<file path="config.mk">
export PLATFORM = sky130hd
export DESIGN_NAME = exc_trace_sequencer
export DESIGN_NICKNAME = d
export VERILOG_FILES = /design/src/rtl/exc_seq_pkg.sv /design/src/rtl/exc_capture.sv /design/src/rtl/exc_issue.sv /design/src/rtl/exc_status.sv /design/src/rtl/exc_trace_sequencer.sv
export SDC_FILE = /design/constraint.sdc
export NUM_CORES = 1
export LEC_CHECK = 0
export ABC_AREA = 1
export BUFFER_PORTS_ARGS = -buffer_cell sky130_fd_sc_hd__buf_2
export CAP_MARGIN = 0
export CORE_MARGIN = 2
export CORE_UTILIZATION = 51
export DETAILED_ROUTE_END_ITERATION = 10
export GPL_TIMING_DRIVEN = 0
export PLACE_DENSITY_LB_ADDON = 0.05
export SLEW_MARGIN = 40
export SYNTH_ARGS = -nofsm -noshare
export SYNTH_HDL_FRONTEND = slang
export SYNTH_HIERARCHICAL = 1
export SYNTH_SLANG_ARGS = --single-unit
</file>
<file path="constraint.sdc">
create_clock -name clk -period 2.1 [get_ports clk]
set_clock_uncertainty 0.15 [all_clocks]
set_input_delay 0.21 -clock clk [delete_from_list [all_inputs] [get_ports clk]]
set_output_delay 0.21 -clock clk [all_outputs]
set_load 0.01 [all_outputs]
</file>
<file path="src/rtl/exc_seq_pkg.sv">
package exc_seq_pkg;

  localparam int CODE_W = 3;
  localparam int KINDS  = 4;
  localparam int SR_W   = 3;
  localparam int T_W    = SR_W - 1;

  localparam int SLOT_FORCED = 0;
  localparam int SLOT_TRACE  = 1;
  localparam int SLOT_BKPT   = 2;
  localparam int SLOT_IRQ    = 3;

  typedef enum logic [CODE_W-1:0] {
    EXC_NONE   = 3'd0,
    EXC_FORCED = 3'd1,
    EXC_TRACE  = 3'd2,
    EXC_BKPT   = 3'd3,
    EXC_IRQ    = 3'd4
  } exc_code_e;

  typedef logic [KINDS-1:0] kind_mask_t;

  // code carried by a priority slot (lower slot index is taken first)
  function automatic exc_code_e slot_code(input int slot);
    exc_code_e c;
    case (slot)
      SLOT_FORCED: c = EXC_FORCED;
      SLOT_TRACE:  c = EXC_TRACE;
      SLOT_BKPT:   c = EXC_BKPT;
      SLOT_IRQ:    c = EXC_IRQ;
      default:     c = EXC_NONE;
    endcase
    return c;
  endfunction

  // one-hot of the highest-priority queued slot
  function automatic kind_mask_t lowest_slot(input kind_mask_t m);
    kind_mask_t r;
    r = '0;
    for (int i = KINDS - 1; i >= 0; i--) begin
      if (m[i]) begin
        r    = '0;
        r[i] = 1'b1;
      end
    end
    return r;
  endfunction

  // code of a one-hot slot selection
  function automatic exc_code_e code_of(input kind_mask_t onehot);
    exc_code_e c;
    c = EXC_NONE;
    for (int i = 0; i < KINDS; i++) begin
      if (onehot[i]) c = slot_code(i);
    end
    return c;
  endfunction

  // slots that outrank a given code
  function automatic kind_mask_t ahead_of(input exc_code_e c);
    kind_mask_t r;
    logic hit;
    r   = '0;
    hit = 1'b0;
    for (int i = 0; i < KINDS; i++) begin
      if (slot_code(i) == c) hit = 1'b1;
      if (!hit) r[i] = 1'b1;
    end
    return r;
  endfunction

  // exceptions raised at one instruction boundary
  function automatic kind_mask_t boundary_kinds(input logic forced, input logic unexec,
                                                input logic trace_on, input logic bkpt,
                                                input logic irq);
    kind_mask_t m;
    m              = '0;
    m[SLOT_FORCED] = forced | unexec;
    m[SLOT_TRACE]  = trace_on & ~unexec;
    m[SLOT_BKPT]   = bkpt;
    m[SLOT_IRQ]    = irq;
    return m;
  endfunction

  // a stop-type instruction enters the stopped state only if nothing else fires
  function automatic logic stop_entry(input logic stop, input logic unexec,
                                      input logic trace_on, input kind_mask_t m);
    return stop & ~unexec & ~trace_on & (m == '0);
  endfunction

endpackage

</file>
<file path="src/rtl/exc_capture.sv">
module exc_capture
  import exc_seq_pkg::*;
(
  input  logic       forced_exc,
  input  logic       not_exec,
  input  logic       is_stop,
  input  logic       bkpt_pend,
  input  logic       irq_pend,
  input  logic       trace_on,
  output kind_mask_t kinds,
  output logic       stop_req
);

  kind_mask_t raw_kinds;

  always_comb begin
    raw_kinds = boundary_kinds(forced_exc, not_exec, trace_on, bkpt_pend, irq_pend);
  end

  assign kinds    = raw_kinds;
  assign stop_req = stop_entry(is_stop, not_exec, trace_on, raw_kinds);

endmodule

</file>
<file path="src/rtl/exc_issue.sv">
module exc_issue
  import exc_seq_pkg::*;
(
  input  logic       clk,
  input  logic       rst_n,
  input  logic       insn_done,
  input  kind_mask_t cap_kinds,
  input  logic       stop_req,
  input  logic       irq_pend,
  input  logic       handler_done,
  output logic       issue_fire,
  output logic       take,
  output exc_code_e  take_code,
  output logic       stopped,
  output logic       busy,
  output kind_mask_t pend_kinds
);

  typedef enum logic [1:0] {ST_IDLE, ST_ISSUE, ST_WAIT} st_e;

  st_e        state;
  kind_mask_t pend_q;
  kind_mask_t pick;
  logic       boundary_accept;
  logic       wake_accept;
  logic       wait_release;
  kind_mask_t irq_only;

  always_comb begin
    irq_only           = '0;
    irq_only[SLOT_IRQ] = 1'b1;
  end

  assign pick            = lowest_slot(pend_q);
  assign issue_fire      = (state == ST_ISSUE);
  assign boundary_accept = (state == ST_IDLE) && insn_done;
  assign wake_accept     = (state == ST_IDLE) && !insn_done && stopped && irq_pend;
  assign wait_release    = (state == ST_WAIT) && handler_done;

  always_ff @(posedge clk or negedge rst_n) begin
    if (!rst_n) begin
      state     <= ST_IDLE;
      pend_q    <= '0;
      take      <= 1'b0;
      take_code <= EXC_NONE;
      stopped   <= 1'b0;
    end else begin
      take      <= 1'b0;
      take_code <= EXC_NONE;
      case (state)
        ST_IDLE: begin
          if (boundary_accept) begin
            if (cap_kinds != '0) begin
              pend_q <= cap_kinds;
              state  <= ST_ISSUE;
            end else if (stop_req) begin
              stopped <= 1'b1;
            end
          end else if (wake_accept) begin
            pend_q  <= irq_only;
            stopped <= 1'b0;
            state   <= ST_ISSUE;
          end
        end
        ST_ISSUE: begin
          take      <= 1'b1;
          take_code <= code_of(pick);
          pend_q    <= pend_q & ~pick;
          state     <= ST_WAIT;
        end
        ST_WAIT: begin
          if (wait_release) state <= (pend_q != '0) ? ST_ISSUE : ST_IDLE;
        end
        default: state <= ST_IDLE;
      endcase
    end
  end

  assign busy       = (state != ST_IDLE) || stopped;
  assign pend_kinds = pend_q;

  // a take lasts one cycle
  assert_take_pulse_R9: assert property (@(posedge clk) disable iff (!rst_n)
    take |=> !take);

  // code is meaningful exactly while take is high
  assert_take_code_R9: assert property (@(posedge clk) disable iff (!rst_n)
    take |-> (take_code != EXC_NONE));

  assert_idle_code_R9: assert property (@(posedge clk) disable iff (!rst_n)
    !take |-> (take_code == EXC_NONE));

  // boundaries arrive only while idle (input rule)
  assert_boundary_idle_R9: assert property (@(posedge clk) disable iff (!rst_n)
    insn_done |-> !busy);

  // leaving the stopped state is followed by an interrupt take
  assert_wake_irq_R7: assert property (@(posedge clk) disable iff (!rst_n)
    $fell(stopped) |=> (take && take_code == EXC_IRQ));

  // nothing still queued outranks the code just taken
  assert_priority_R4: assert property (@(posedge clk) disable iff (!rst_n)
    take |-> ((pend_q & ahead_of(take_code)) == '0));

endmodule

</file>
<file path="src/rtl/exc_status.sv">
module exc_status
  import exc_seq_pkg::*;
(
  input  logic            clk,
  input  logic            rst_n,
  input  logic            enter,
  input  logic            sr_wr,
  input  logic [SR_W-1:0] sr_wr_val,
  output logic [SR_W-1:0] sr_val,
  output logic [SR_W-1:0] sr_copy
);

  localparam logic [SR_W-1:0] SR_RESET = {1'b1, {T_W{1'b0}}};
  localparam logic [SR_W-1:0] SR_ENTER = {1'b1, {T_W{1'b0}}};

  logic [SR_W-1:0] sr_q;
  logic [SR_W-1:0] copy_q;

  always_ff @(posedge clk or negedge rst_n) begin
    if (!rst_n) begin
      sr_q   <= SR_RESET;
      copy_q <= '0;
    end else if (enter) begin
      copy_q <= sr_q;
      sr_q   <= SR_ENTER;
    end else if (sr_wr) begin
      sr_q <= sr_wr_val;
    end
  end

  assign sr_val  = sr_q;
  assign sr_copy = copy_q;

  // status is not written by software in an entry cycle (input rule)
  assert_no_wr_on_entry_R8: assert property (@(posedge clk) disable iff (!rst_n)
    enter |-> !sr_wr);

endmodule

</file>
<file path="src/rtl/exc_trace_sequencer.sv">
module exc_trace_sequencer
  import exc_seq_pkg::*;
(
  input  logic                 clk,
  input  logic                 rst_n,
  input  logic                 insn_done,
  input  logic                 forced_exc,
  input  logic                 not_exec,
  input  logic                 is_stop,
  input  logic                 bkpt_pend,
  input  logic                 irq_pend,
  input  logic                 handler_done,
  input  logic                 sr_wr,
  input  logic                 sr_wr_s,
  input  logic [T_W-1:0]       sr_wr_t,
  output logic                 take,
  output logic [CODE_W-1:0]    take_code,
  output logic                 stopped,
  output logic                 busy,
  output logic [KINDS-1:0]     pend_kinds,
  output logic                 sr_s,
  output logic [T_W-1:0]       sr_t,
  output logic [SR_W-1:0]      sr_copy
);

  kind_mask_t      cap_kinds;
  kind_mask_t      pend_q;
  logic            stop_req;
  logic            issue_fire;
  logic            trace_on;
  exc_code_e       code_q;
  logic [SR_W-1:0] sr_val;

  assign trace_on = sr_val[T_W-1];

  exc_capture u_capture (
    .forced_exc (forced_exc),
    .not_exec   (not_exec),
    .is_stop    (is_stop),
    .bkpt_pend  (bkpt_pend),
    .irq_pend   (irq_pend),
    .trace_on   (trace_on),
    .kinds      (cap_kinds),
    .stop_req   (stop_req)
  );

  exc_issue u_issue (
    .clk          (clk),
    .rst_n        (rst_n),
    .insn_done    (insn_done),
    .cap_kinds    (cap_kinds),
    .stop_req     (stop_req),
    .irq_pend     (irq_pend),
    .handler_done (handler_done),
    .issue_fire   (issue_fire),
    .take         (take),
    .take_code    (code_q),
    .stopped      (stopped),
    .busy         (busy),
    .pend_kinds   (pend_q)
  );

  exc_status u_status (
    .clk       (clk),
    .rst_n     (rst_n),
    .enter     (issue_fire),
    .sr_wr     (sr_wr),
    .sr_wr_val ({sr_wr_s, sr_wr_t}),
    .sr_val    (sr_val),
    .sr_copy   (sr_copy)
  );

  assign take_code  = code_q;
  assign pend_kinds = pend_q;
  assign sr_s       = sr_val[SR_W-1];
  assign sr_t       = sr_val[T_W-1:0];

  // entry saves the prior status and leaves supervisor set, trace clear
  assert_entry_status_R8: assert property (@(posedge clk) disable iff (!rst_n)
    take |-> (sr_s && sr_t == '0 && sr_copy == $past(sr_val)));

  // a non-executed instruction never queues a trace
  assert_no_trace_unexec_R5: assert property (@(posedge clk) disable iff (!rst_n)
    (insn_done && not_exec) |=> !pend_q[SLOT_TRACE]);

  // tracing overrides entry into the stopped state
  assert_stop_traced_R6: assert property (@(posedge clk) disable iff (!rst_n)
    (insn_done && is_stop && trace_on && !not_exec) |=> (!stopped && busy));

  // the second trace bit alone queues no trace
  assert_t0_only_R11: assert property (@(posedge clk) disable iff (!rst_n)
    (insn_done && !trace_on && !busy) |=> !pend_q[SLOT_TRACE]);

endmodule

</file>
==> results.sh <==
export IMPL_status="finished, final reports clean"
export IMPL_synth_fa_ha_area_share_pct=0
export IMPL_wl_met1_um=840
export IMPL_cp_arrival_ns=1.16
export IMPL_start_util_pct=55.6
export IMPL_syn_avg_cell_area_um2=7.52
export IMPL_numPortBuffers=28
export IMPL_grt_max_degree=18
export IMPL_syn_instance_count=114
export IMPL_met2WireLength_um=732
export IMPL_grt_overflow=0
export IMPL_yosysUniqueCellTypes=17
export IMPL_core_area_um2=1540
export IMPL_cap_violations=0
export IMPL_drt_pass1_iterations=4
export IMPL_io_pins=29
export IMPL_synth_compound_gate_area_share_pct=2.34
export IMPL_period_needed_ns=1.52
export IMPL_grt_pass1_wl_um=2690
export IMPL_slew_headroom_pct=75.3
export IMPL_holdCritPathClass="input pin to flip-flop"
export IMPL_layout_commonest_cell="nand2_1"
export IMPL_hold_buffers=2
export IMPL_num_vias=784
export IMPL_cts_sinks=17
export IMPL_routed_top_layer="met4"
export IMPL_fmax_ghz=0.658
export IMPL_grt_antenna_before_repair=0
export IMPL_wl_met3_um=81
export IMPL_syn_area_um2=857
export IMPL_worstPathRequired_ns=1.74
export IMPL_cts_tree="built"
export IMPL_cts_inserted_buffers=3
export IMPL_drcViolationCount=0
export IMPL_rsz0062_at_grt="no"
export IMPL_final_cell_mix="38 x nand2_1, 28 x buf_2, 16 x dfrtp_1"
export IMPL_yosys_area_share_simple_pct=38.7
export IMPL_dp_hpwl_um=1300
export IMPL_synth_mux_area_share_pct=0
export IMPL_worst_setup_path_end_kind="primary output"
export IMPL_cts_resized=0
export IMPL_power_density_nw_per_um2=1300
export IMPL_ant_nets=0
export IMPL_area_growth_pct=24.2
export IMPL_setup_tns_final_ns=0
export IMPL_die_w_um=45.0
export IMPL_leakage_uw=0.000631
export IMPL_h_tree_depth=1
export IMPL_critPathSlowestCell="dfrtp_1"
export IMPL_drive_gt1_share_pct=33.8
export IMPL_die_height_um=45.0
export IMPL_track_usage_pct=18.3
export IMPL_synth_top_family_by_area="simple AND/OR/NAND/NOR gates"
export IMPL_yosys_area_top_type="dfrtp_1"
export IMPL_yosysTopAreaCellShare_pct=46.7
export IMPL_finalCritPeriodShare_pct=72.4
export IMPL_routabilityCongestion=0.814
export IMPL_crit_path_max_fanout=5
export IMPL_dieArea_um2=2020
export IMPL_synthXorXnorAreaFrac_pct=0
export IMPL_slew_viol_final=0
export IMPL_wirelength_um=1670
export IMPL_setup_viol=0
export IMPL_cp_start_kind="flip-flop"
export IMPL_syn_num_nets=127
export IMPL_grt_pass1_vias=678
export IMPL_clk_pin_slew_ns=0.10
export IMPL_diodes=0
export IMPL_post_cts_buffers=0
export IMPL_num_rows=14
export IMPL_ir_drop_mv=0.760
export IMPL_wl_per_cell_um=10.2
export IMPL_path_cells="nor2_4 -> nand2_1 -> buf_2"
export IMPL_clockRootBuffer="clkbuf_4"
export IMPL_synth_warnings=6
export IMPL_tightest_slew_ns=0.370
export IMPL_ys_ff_latch=17
export IMPL_crit_type="flip-flop to primary output"
export IMPL_max_stage_delay_ns=0.47
export IMPL_hold_viol=0
export IMPL_drt_first_iter_violations=13
export IMPL_insertion_delay_ns=0.29
export IMPL_pre_cts_ws_ns=0.758
export IMPL_fin_ws_ns=0.580
export IMPL_synth_area_leaders="dfrtp_1 47%, nand2_1 17%, nor2_1 6.6%, inv_1 4.8%, nand3_1 4.1%"
export IMPL_yosysSeqAreaShare_pct=49.8
export IMPL_viasPerCell=4.78
export IMPL_fin_nets=162
export IMPL_clk_path_buf_depth=2
[report_power, final]
part           total, µW  internal, µW  switching [µW]
combinational        632           237             395
sequential           574           464             110
clock                175          70.7             104
[cell type report]
type | count | area [µm²]
Buffer | 2 | 15.0
Clock buffer | 3 | 22.5
Clock inverter | 1 | 5.00
Fill cell | 141 | 477
Inverter | 17 | 63.8
Multi-Input combinational cell | 78 | 352
Sequential cell | 17 | 427
Tap cell | 16 | 20.0
Timing Repair Buffer | 30 | 160
[logic make-up after synthesis]
logic type             after synthesis
AND/OR/NAND/NOR                     74
buffers and inverters               19
flip-flops                          17
AO/OA/AOI/OAI                        4
[through the flow]
step                      instances  hold WS (ns)  instance area (µm²)  util, %  total power, µW
after floorplan                 114        -0.236                  857        -              995
after global placement          158      -0.00533                 1020     66.0             1200
after detailed placement        158      -0.00198                 1020     66.0             1220
after CTS                       164       0.00181                 1060     69.1             1390
after global routing            164        0.0290                 1060     69.1             1500
final                           164        0.0100                 1060     69.1             1380
[worst paths after layout]
check	start	endpoint	slack [ns]	cells after the start
min in group asynchronous	rst_n	u_issue/state[0]	0.20	2
max in group asynchronous	rst_n	u_status/sr_val[2]	1.29	2
worst max register to register	u_issue/state[1]	u_issue/pend_kinds[1]	0.74	7
worst min register to register	u_status/sr_copy[2]	u_status/sr_copy[2]	0.32	2
worst max-delay path	u_issue/state[0]	busy	0.58	3
worst min-delay path	sr_wr_t[1]	u_status/sr_val[1]	0.01	3
[synth_stat cells]
master	count
nor2_2	4
buf_4	2
dfrtp_1	16
nand2_1	38
inv_1	11
nand3_2	2
nor3_1	3
a21oi_1	3
dfstp_2	1
clkinv_1	1
nand3_1	7
nor3b_1	1
nor2_1	15
nor2_4	1
inv_2	5
o21ai_0	1
nand2_2	3
[state kept, by name (all words and copies together) (netlist names)]
signal              cells
u_issue/pend_kinds      4
u_issue/state           2
u_issue/stopped         1
u_issue/take            1
u_issue/take_code       3
u_status/sr_copy        3
u_status/sr_val         3
[per-layer routing]
layer / vias up / global-route usage (%)
li1: 414 / -
met1: 350 / 24.2
met2: 18 / 29.1
met3: 2 / 4.00
met4: 0 / 7.06
met5: - / 0
[worst max-delay path, delay by kind of cell, from the launching register on]
family / cells / cell delay [ns]
flops: 1 / 0.47
buf+inv: 1 / 0.14
simple gates: 2 / 0.26
Note: power is estimated with default switching activity, not from simulation.
